--- config.mk ---
export PLATFORM = sky130hd
export DESIGN_NAME = dmem_core
export DESIGN_NICKNAME = d
export VERILOG_FILES = /design/src/rtl/dmem_pkg.sv /design/src/rtl/dmem_resolve.sv /design/src/rtl/dmem_gpr.sv /design/src/rtl/dmem_core.sv
export SDC_FILE = /design/constraint.sdc
export NUM_CORES = 2
export LEC_CHECK = 0
export ABC_CLOCK_PERIOD_IN_PS = 10400
export BUFFER_PORTS_ARGS = -buffer_cell sky130_fd_sc_hd__buf_2
export CORE_ASPECT_RATIO = 0.5
export CORE_UTILIZATION = 35
export CTS_BUF_LIST = sky130_fd_sc_hd__clkbuf_8 sky130_fd_sc_hd__clkbuf_16
export CTS_CLUSTER_SIZE = 12
export DETAILED_ROUTE_END_ITERATION = 8
export PLACE_DENSITY = 0.48
export SETUP_SLACK_MARGIN = 0.1
export SYNTH_ARGS = -nofsm -noshare
export SYNTH_HDL_FRONTEND = slang
export SYNTH_SLANG_ARGS = --single-unit
--- constraint.sdc ---
create_clock -name clk -period 10.4 [get_ports clk]
set_input_delay 0.52 -clock clk [delete_from_list [all_inputs] [get_ports clk]]
set_output_delay 0.52 -clock clk [all_outputs]
set_load 0.01 [all_outputs]
--- src/rtl/dmem_pkg.sv ---
package dmem_pkg;

    localparam int unsigned DW = 8;

    typedef enum logic [2:0] {
        TGT_NONE,
        TGT_PTR0,
        TGT_PTR1,
        TGT_ACC,
        TGT_EXT,
        TGT_GPR
    } tgt_e;

    localparam logic [7:0] LOC_IND0 = 8'h00;
    localparam logic [7:0] LOC_PTR0 = 8'h01;
    localparam logic [7:0] LOC_IND1 = 8'h02;
    localparam logic [7:0] LOC_PTR1 = 8'h03;
    localparam logic [7:0] LOC_ACC  = 8'h05;

    typedef struct packed {
        logic [DW-1:0] ptr0;
        logic [DW-1:0] ptr1;
        logic [DW-1:0] acc;
    } core_regs_t;

    function automatic logic [DW-1:0] bit_apply(logic [DW-1:0] v, logic [2:0] idx, logic set);
        logic [DW-1:0] r;
        r      = v;
        r[idx] = set;
        return r;
    endfunction

endpackage

--- src/rtl/dmem_resolve.sv ---
module dmem_resolve
    import dmem_pkg::*;
#(
    parameter logic [7:0] EXT_LO  = 8'h06,
    parameter logic [7:0] EXT_HI  = 8'h1F,
    parameter logic [7:0] GP_BASE = 8'h40
) (
    input  logic [7:0] addr,
    input  logic [7:0] ptr0,
    input  logic [7:0] ptr1,
    output logic [7:0] ea,
    output tgt_e       tgt
);

    always_comb begin
        if (addr == LOC_IND0)      ea = ptr0;
        else if (addr == LOC_IND1) ea = ptr1;
        else                       ea = addr;

        // an effective address of an indirect slot means nested indirection
        if (ea == LOC_IND0 || ea == LOC_IND1)     tgt = TGT_NONE;
        else if (ea == LOC_PTR0)                  tgt = TGT_PTR0;
        else if (ea == LOC_PTR1)                  tgt = TGT_PTR1;
        else if (ea == LOC_ACC)                   tgt = TGT_ACC;
        else if (ea >= GP_BASE)                   tgt = TGT_GPR;
        else if (ea >= EXT_LO && ea <= EXT_HI)    tgt = TGT_EXT;
        else                                      tgt = TGT_NONE;
    end

endmodule

--- src/rtl/dmem_gpr.sv ---
module dmem_gpr #(
    parameter int unsigned   BANKS   = 1,
    parameter int unsigned   BANK_W  = 3,
    parameter int unsigned   DW      = 8,
    parameter logic [7:0]    GP_BASE = 8'h40
) (
    input  logic              clk,
    input  logic [BANK_W-1:0] bank,
    input  logic              we,
    input  logic [7:0]        waddr,
    input  logic [DW-1:0]     wdata,
    input  logic [7:0]        raddr,
    output logic [DW-1:0]     rdata
);

    localparam int unsigned DEPTH = 256 - int'(GP_BASE);
    localparam logic [BANK_W:0] BANKS_L = (BANK_W+1)'(BANKS);

    logic [7:0]    woff_d, roff_d;
    logic          bank_ok_d;
    logic [DW-1:0] bank_rd [BANKS];

    assign woff_d    = waddr - GP_BASE;
    assign roff_d    = raddr - GP_BASE;
    assign bank_ok_d = {1'b0, bank} < BANKS_L;

    for (genvar b = 0; b < BANKS; b++) begin : g_bank
        logic [DW-1:0] mem_q [DEPTH];

        always_ff @(posedge clk) begin
            if (we && bank == BANK_W'(b)) mem_q[woff_d] <= wdata;
        end

        assign bank_rd[b] = mem_q[roff_d];
    end

    always_comb begin
        rdata = '0;
        for (int b = 0; b < BANKS; b++) begin
            if (bank_ok_d && bank == BANK_W'(b)) rdata = bank_rd[b];
        end
    end

endmodule

--- src/rtl/dmem_core.sv ---
module dmem_core
    import dmem_pkg::*;
#(
    parameter int unsigned BANKS   = 1,
    parameter int unsigned BANK_W  = 3,
    parameter logic [7:0]  EXT_LO  = 8'h06,
    parameter logic [7:0]  EXT_HI  = 8'h1F,
    parameter logic [7:0]  GP_BASE = 8'h40
) (
    input  logic              clk,
    input  logic              rst_n,
    input  logic [BANK_W-1:0] bank_sel,
    input  logic [7:0]        rd_addr,
    output logic [7:0]        rd_data,
    input  logic              wr_en,
    input  logic [7:0]        wr_addr,
    input  logic [7:0]        wr_data,
    input  logic              bop_en,
    input  logic              bop_set,
    input  logic [2:0]        bop_idx,
    output logic [7:0]        ptr0_o,
    output logic [7:0]        ptr1_o,
    output logic [7:0]        acc_o,
    output logic              x_rsel,
    output logic [7:0]        x_raddr,
    input  logic [7:0]        x_rdata,
    output logic              x_we,
    output logic [7:0]        x_waddr,
    output logic [7:0]        x_wdata
);

    localparam logic [BANK_W:0] BANKS_L = (BANK_W+1)'(BANKS);

    core_regs_t regs_d, regs_q;

    logic [7:0] rd_ea, wr_ea;
    tgt_e       rd_tgt, wr_tgt;
    logic [7:0] gpr_rd;

    logic       cm_en_d;
    logic [7:0] cm_ea_d, cm_data_d;
    tgt_e       cm_tgt_d;

    dmem_resolve #(.EXT_LO(EXT_LO), .EXT_HI(EXT_HI), .GP_BASE(GP_BASE)) u_rd_res (
        .addr(rd_addr), .ptr0(regs_q.ptr0), .ptr1(regs_q.ptr1),
        .ea(rd_ea), .tgt(rd_tgt)
    );

    dmem_resolve #(.EXT_LO(EXT_LO), .EXT_HI(EXT_HI), .GP_BASE(GP_BASE)) u_wr_res (
        .addr(wr_addr), .ptr0(regs_q.ptr0), .ptr1(regs_q.ptr1),
        .ea(wr_ea), .tgt(wr_tgt)
    );

    dmem_gpr #(.BANKS(BANKS), .BANK_W(BANK_W), .DW(DW), .GP_BASE(GP_BASE)) u_gpr (
        .clk(clk), .bank(bank_sel),
        .we(cm_en_d && cm_tgt_d == TGT_GPR), .waddr(cm_ea_d), .wdata(cm_data_d),
        .raddr(rd_ea), .rdata(gpr_rd)
    );

    // read mux
    always_comb begin
        unique case (rd_tgt)
            TGT_PTR0: rd_data = regs_q.ptr0;
            TGT_PTR1: rd_data = regs_q.ptr1;
            TGT_ACC:  rd_data = regs_q.acc;
            TGT_EXT:  rd_data = x_rdata;
            TGT_GPR:  rd_data = gpr_rd;
            default:  rd_data = '0;
        endcase
    end

    // commit selection: a bit operation takes priority over a byte write
    always_comb begin
        if (bop_en) begin
            cm_en_d   = 1'b1;
            cm_ea_d   = rd_ea;
            cm_tgt_d  = rd_tgt;
            cm_data_d = bit_apply(rd_data, bop_idx, bop_set);
        end else begin
            cm_en_d   = wr_en;
            cm_ea_d   = wr_ea;
            cm_tgt_d  = wr_tgt;
            cm_data_d = wr_data;
        end
    end

    always_comb begin
        regs_d = regs_q;
        if (cm_en_d) begin
            case (cm_tgt_d)
                TGT_PTR0: regs_d.ptr0 = cm_data_d;
                TGT_PTR1: regs_d.ptr1 = cm_data_d;
                TGT_ACC:  regs_d.acc  = cm_data_d;
                default:  ;
            endcase
        end
    end

    always_ff @(posedge clk or negedge rst_n) begin
        if (!rst_n) regs_q <= '0;
        else        regs_q <= regs_d;
    end

    assign ptr0_o  = regs_q.ptr0;
    assign ptr1_o  = regs_q.ptr1;
    assign acc_o   = regs_q.acc;
    assign x_rsel  = (rd_tgt == TGT_EXT);
    assign x_raddr = rd_ea;
    assign x_we    = cm_en_d && cm_tgt_d == TGT_EXT;
    assign x_waddr = cm_ea_d;
    assign x_wdata = cm_data_d;


    ptr0_wr_chk: assert property (@(posedge clk) disable iff (!rst_n)
        (wr_en && !bop_en && wr_addr == LOC_PTR0) |=> ptr0_o == $past(wr_data));


    nested_rd_chk: assert property (@(posedge clk) disable iff (!rst_n)
        (rd_addr == LOC_IND0 && (ptr0_o == LOC_IND0 || ptr0_o == LOC_IND1)) |-> rd_data == 8'h00);


    nested_wr_chk: assert property (@(posedge clk) disable iff (!rst_n)
        (wr_en && !bop_en && wr_addr == LOC_IND0 && ptr0_o == LOC_IND1)
        |=> ($stable(ptr0_o) && $stable(ptr1_o) && $stable(acc_o)));


    resv_rd_chk: assert property (@(posedge clk) disable iff (!rst_n)
        (rd_addr == 8'h04 || (rd_addr > EXT_HI && rd_addr < GP_BASE)) |-> rd_data == 8'h00);


    x_we_range_chk: assert property (@(posedge clk) disable iff (!rst_n)
        x_we |-> (x_waddr >= EXT_LO && x_waddr <= EXT_HI));


    bank_rd_chk: assert property (@(posedge clk) disable iff (!rst_n)
        ({1'b0, bank_sel} >= BANKS_L && rd_addr >= GP_BASE) |-> rd_data == 8'h00);


    bop_acc_chk: assert property (@(posedge clk) disable iff (!rst_n)
        (bop_en && rd_addr == LOC_ACC) |=> acc_o[$past(bop_idx)] == $past(bop_set));

endmodule

# Word level (Yosys, flattened, before mapping)
# Memory sizes are Yosys's and may differ from the RTL's.
# Index checks and enable logic that the tools add are counted.
[word_totals] input_bits=43 mem_count=1 register_bits=24 ramBits=1536
[mem_list] name="u_gpr.g_bank[0].mem_q" depth=192 width=8 rd=1 rd_ports_with_merged_regs=0 wr=1 line_no="dmem_gpr.sv:28" rtl="logic [DW-1:0] mem_q [DEPTH];"
[classes] n_reduce_logical=17 mux=27 add_sub_neg=2 n_eq_ne=20 magnitude_cmp=9
[ops] op="$mux 8" n=7
[ops] op="$eq 8x2->1 const B" n=6
[ops] op="$pmux 8 s5" n=1
[ops] op="$mux 3" n=13
[ops] op="$logic_not 8->1" n=4
[ops] op="$eq 8x1->1 const B" n=2
[ops] op="$eq 8x3->1 const B" n=2
[ops] op="$ge 8x3->1 const B" n=2
[ops] op="$ge 8x7->1 const B" n=2
[ops] op="$le 8x5->1 const B" n=2
[ops] op="$sub 8x7->8 const B" n=2
[ops] op="$eq 3x2->1 const B" n=4
[ops] op="$eq 3x3->1 const B" n=4
[ops] op="$bwmux 8" n=1
[ops] op="$logic_and 1x1->1" n=7
[ops] op="$eq 3x1->1 const B" n=2
[ops] op="$reduce_and 2->1" n=3
[ops] op="$lt 3x4->1 const B" n=1
[ops] op="$mux 1" n=4
[ops] op="$demux 1 s3" n=1
[ops] op="$ge 3x1->1 const B" n=1
[ops] op="$logic_not 3->1" n=1
[ops] op="$lt 3x1->1 const B" n=1
[ops] op="$logic_or 1x1->1" n=2

# Logic depth before layout (Yosys ltp)
[logic_depth] word_depth=17 depth_mapped=17

# Modules after synthesis
# A second synthesis with hierarchy kept.
[hier_totals] cells_unflattened=2982 area_unflattened_um2=61869.3
[by_module_without_submodules] module="dmem_gpr" seq_area_each_um2=46124.2 cells_each=2688 instances=1 area_each_um2=59387.0
[by_module_without_submodules] module="dmem_core" seq_area_each_um2=600.6 cells_each=198 instances=1 area_each_um2=1809.2
[by_module_without_submodules] module="dmem_resolve (u_wr_res)" seq_area_each_um2=0.0 cells_each=52 instances=1 area_each_um2=394.1
[by_module_without_submodules] module="dmem_resolve (u_rd_res)" seq_area_each_um2=0.0 cells_each=44 instances=1 area_each_um2=279.0

# Worst setup path after synthesis
# OpenSTA, ideal clock, no wires.
[synth_timing] kind="input to register" startpoint="input port rd_addr[5]" endpoint="memory u_gpr.g_bank[0].mem_q[0][7] (data pin)" setup_slack_ps=796 setup_time_ps=1208 cell_stages=15 arrival_ps=8397 cell_sequence="or4_1 -> buf_2 -> nor3_1 -> o32a_1 -> clkbuf_1 -> inv_1 -> ha_1 -> or2_2 -> buf_1 -> nor2_1 -> o2111a_1 -> a211oi_1 -> o211ai_1 -> o21ai_1 -> o21bai_1"
[synth_between] elab_chain_cells=15 word_cells_on_any_way=31 cone_classes="1 x add/sub; 3 x order compare; 10 x eq/ne; 12 x mux; 4 x reduce/logical; 1 x memory"
[synth_lines] item="start: declaration" line_no="dmem_core.sv:13" rtl="input logic [7:0] rd_addr,"
[synth_lines] item="$eq 8x2->1" line_no="dmem_resolve.sv:17" rtl="else if (addr == LOC_IND1) ea = ptr1;"
[synth_lines] item="$mux 8" line_no="dmem_resolve.sv:17"
[synth_lines] item="$mux 8 (*)" line_no="dmem_resolve.sv:16" rtl="if (addr == LOC_IND0) ea = ptr0;"
[synth_lines] item="net x_raddr[6]" line_no="dmem_core.sv:25" rtl="output logic [7:0] x_raddr,"
[synth_lines] item="branches (longest 9 deep; another with $sub 8x7->8)"
[synth_lines] item="$pmux 8 s5 (*)" line_no="dmem_core.sv:62" rtl="unique case (rd_tgt)"
[synth_lines] item="$bwmux 8 (*)" line_no="dmem_pkg.sv:29" rtl="r[idx] = set;"
[synth_lines] item="$mux 8 (*)" line_no="dmem_core.sv:74" rtl="if (bop_en) begin"
[synth_lines] item="net x_wdata[7]" line_no="dmem_core.sv:29" rtl="output logic [7:0] x_wdata"
[synth_lines] item="end: declaration" line_no="dmem_gpr.sv:28"
# Mark *: on every way through the listed nets, which the timed path passes.

# Worst setup path in the final report
[layout_timing] startpoint="register regs_q[8] (netlist: ptr1_o[0])" endpoint="output port x_wdata[4]"
[layout_between] elab_chain_cells=14 word_cells_on_any_way=29 cone_classes="1 x add/sub; 3 x order compare; 9 x eq/ne; 12 x mux; 3 x reduce/logical; 1 x memory"
[layout_lines] item="start: declaration" line_no="dmem_core.sv:34" rtl="core_regs_t regs_d, regs_q;"
[layout_lines] item="start signal: assignment" line_no="dmem_core.sv:101" rtl="else regs_q <= regs_d;"
[layout_lines] item="$mux 8 (*)" line_no="dmem_resolve.sv:17"
[layout_lines] item="$mux 8 (*)" line_no="dmem_resolve.sv:16"
[layout_lines] item="branches (longest 9 deep; another with $sub 8x7->8)"
[layout_lines] item="$pmux 8 s5 (*)" line_no="dmem_core.sv:62"
[layout_lines] item="$bwmux 8 (*)" line_no="dmem_pkg.sv:29"
[layout_lines] item="$mux 8 (*)" line_no="dmem_core.sv:74"
[layout_lines] item="end: declaration" line_no="dmem_core.sv:29"
# Every way passes the cells marked *.

==> out/results.ini <==
[run_status]
status = finished with violations
violations = max-capacitance violations

[setup_path]
endpoint_kind = output pin
r2r_slack_ns = 2.39
rr_worst_depth = 13
worstPathArrival_ns = 8.24
critPathRequiredTime_ns = 9.88
crit_type = reg2out
crit_path_start_kind = register
crit_path_max_fanout = 122

[placed_design]
placed_cell_area_um2 = 66760
io_buffer_count = 100
gp_congestion = 0.9061
dp_cells = 6486
dpl_worst_slack_ns = 2.117
dp_hpwl_mm = 132.8

[finish]
nFillCells = 16500
layout-drive-gt1-share_pct = 13.13
utilization_pct = 39.53
layout.nets = 4279
final_cell_area_um2 = 71110
syn2layout_area_growth_pct = 12.18
final_cells = 6706

[job]
max-cap-violations = 1

[clocking]
cts.clk_slew.worst_paths_ns = 0.07
clock_sinks = 1560
cts_tree = done
cts_max_path_buffers = 3
root_buffer = clkbuf_16
cts_inserted_buffers = 154
clock_latency_ns = 0.81
cts_resized = 0
cts_max_level = 4

[route]
routedWlPerCell_um = 32.66
dr_total_vias = 39210
vias_per_cell = 5.847
detail_route.wirelength_mm = 219.0
ant_nets = 0
drc = 0
drtIter0Drc = 4945
drtPass1Iterations = 6

[timing]
slew_violations = 0
fin_skew_ns = 0.03643
rsz0062_at_grt = false
max_slew_margin_pct = 2.045
fin_crit_sh_pct = 84.24
setup_viol = 0
max_freq_ghz = 0.1141
fin_ws_ns = 1.639
tightest_slew_ns = 1.461
hold-worst-slack_ns = 0.1435
fin_crit_ns = 8.761
finalHoldViolCount = 0
fin_tns_setup_ns = 0

[floorplanning]
dieHeight_um = 302.9
die_area_um2 = 182900
rows = 110
dieWidth_um = 603.8
core_area_um2 = 179900
start_util_pct = 35.24
io_pins = 101

[power]
share_seq_of_total_power_pct = 53.5
totalPowerFinal_mw = 13.18
swShare_pct = 23.94
p_int_mw = 10.02
ir_worst_vdd_mv = 0.1420
power_switching_mw = 3.154
power.density_nw_per_um2 = 185.3
combinationalPowerShare_pct = 7.7
p_leak_nw = 23.13
clockPowerShare_pct = 38.8

[synthesis]
yosys.area_share.simple_pct = 8.896
syn_area_per_cell_um2 = 15.29
synthXorXnorAreaFrac_pct = 0.01382
synth_edf_count = 1536
synth_adder_area_share_pct = 0.01974
muxShareOfSynthArea_pct = 6.978
netlist_instances = 4145
synthFlopType = edfxtp_1
synth_top_family_by_area = simple AND/OR/NAND/NOR gates
ys.warnings.count = 0
ys_ff_latch = 1560
ys_seq_area_share_pct = 73.71
synth_nets = 4189
synth_cell_types = 90
synthesis.area_um2 = 63390
synth-compound-area-share_pct = 8.038
async_flop_share_pct = 1.538

[global_routing]
grt_antenna_before_repair = 12
grt_max_degree = 194
track_usage_pct = 23.60
grt_pass1_wl_mm = 303.0
grt_pass1_vias = 37370
grt_overflow = 0

[min_path]
holdCritPathClass = in2reg
hold_depth = 3

==> final timing paths <==
| check | from | to |
|---|---|---|
| min | wr_data[0] | ptr0_o[0]$_DFFE_PN0P_ |
| min reg2reg | acc_o[1]$_DFFE_PN0P_ | acc_o[1]$_DFFE_PN0P_ |
| max reg2reg | ptr1_o[0]$_DFFE_PN0P_ | u_gpr.g_bank[0].mem_q[114][0]$_DFFE_PP_ |
| max in group asynchronous | rst_n | ptr1_o[1]$_DFFE_PN0P_ |
| min in group asynchronous | rst_n | acc_o[6]$_DFFE_PN0P_ |
| max | ptr1_o[0]$_DFFE_PN0P_ | x_wdata[4] |
==> placed cells by master (no fill, tap or decap), drive strengths merged, types with 6 or more instances in the layout <==
cell type and n:
a211oi 136, nor2b 16, edfxtp 1536, or3 11, clkbuf 161, a211o 6
o21bai 7, o211a 6, o311ai 6, o32a 7, clkinv 17, a22oi 46
o22ai 21, o211ai 25, a311oi 25, nor4 7, a221oi 8, a2111oi 15
nor3 20, nand2 616, a31oi 102, o21ai 65, a21oi 59, mux2i 227
buf 209, and3 120, nand4 12, inv 66, o2111ai 42, a32oi 49
mux4 88, nand3 174, mux2 15, a31o 6, o41ai 7, a32o 9
nor2 247, o31ai 15, nand2b 11, dfrtp 24
==> routing by layer <==
| layer | wire (µm) | vias to the layer above | GRT usage (%) |
|---|---|---|---|
| li1 | - | 16390 | - |
| met1 | 95400 | 20680 | 33.61 |
| met2 | 98660 | 1831 | 36.42 |
| met3 | 19030 | 303 | 5.225 |
| met4 | 5891 | 2 | 6.653 |
| met5 | 18 | - | 0 |
==> synth_stat cells (all sizes together), types with 42 or more instances <==
| cell | n | share of area [%] |
|---|---|---|
| o2111ai | 42 | 0.58 |
| buf | 132 | 1.3 |
| edfxtp | 1536 | 73 |
| and3 | 120 | 1.2 |
| o21ai | 65 | 0.52 |
| mux4 | 88 | 3.1 |
| a211oi | 136 | 1.6 |
| mux2i | 227 | 3.6 |
| a31oi | 102 | 1.0 |
| nand2 | 616 | 3.7 |
| a32oi | 49 | 0.69 |
| nor2 | 247 | 1.5 |
| clkbuf | 144 | 0.85 |
| a21oi | 59 | 0.47 |
| nand3 | 174 | 1.4 |
| a22oi | 46 | 0.54 |
==> power by group through the flow <==
stage               combinational, mW  clock, mW  sequential (mW)
global route                     1.06       5.41             7.04
floorplan                       0.505          0             7.21
finish                           1.01       5.12             7.04
CTS                              1.00       5.18             7.04
global placement                0.990          0             7.17
detailed placement               1.00          0             7.18
==> worst max-delay path, cell delays in order, from the launching register on <==
cell,delay (ns)
dfrtp_1,0.45
nand2b_1,0.20
a31o_4,0.70
nand2_8,0.56
inv_8,0.78
buf_4,0.50
buf_4,0.38
mux4_2,0.54
a2111oi_0,1.01
o211a_1,0.34
o311ai_1,0.14
a32oi_1,0.55
inv_6,0.41
buf_2,0.34
==> timing repair <==
item	CTS	global route
setup buffers	0	0
endpoints found under the setup margin	0	0
hold buffers	1	0
hold endpoints to repair	24	0
==> cell type report <==
type | count | area, µm² | area share (%)
flip-flops and latches | 1560 | 46720 | 65.71
inverters | 29 | 138.9 | 0.1953
repair buffers | 210 | 1476 | 2.076
clock inverters | 56 | 307.8 | 0.4329
clock buffers | 161 | 4029 | 5.666
well taps | 2408 | 3013 | 4.237
multi-input cells | 2280 | 15410 | 21.68
diodes | 2 | 5.005 | 0.007038
==> cell families after synthesis <==
| kind of cell | Yosys count |
|---|---|
| compound gates | 693 |
| xor+xnor | 1 |
| fa+ha+maj | 1 |
| buf+inv | 305 |
| flops | 1560 |
| mux | 330 |
| simple gates | 1255 |
==> sequential cells by signal, summed over array words and instances (netlist names) <==
signal,count
ptr0_o,8
acc_o,8
ptr1_o,8
u_gpr.g_bank.mem_q,1536
Note: power is estimated with default switching activity, not from simulation.
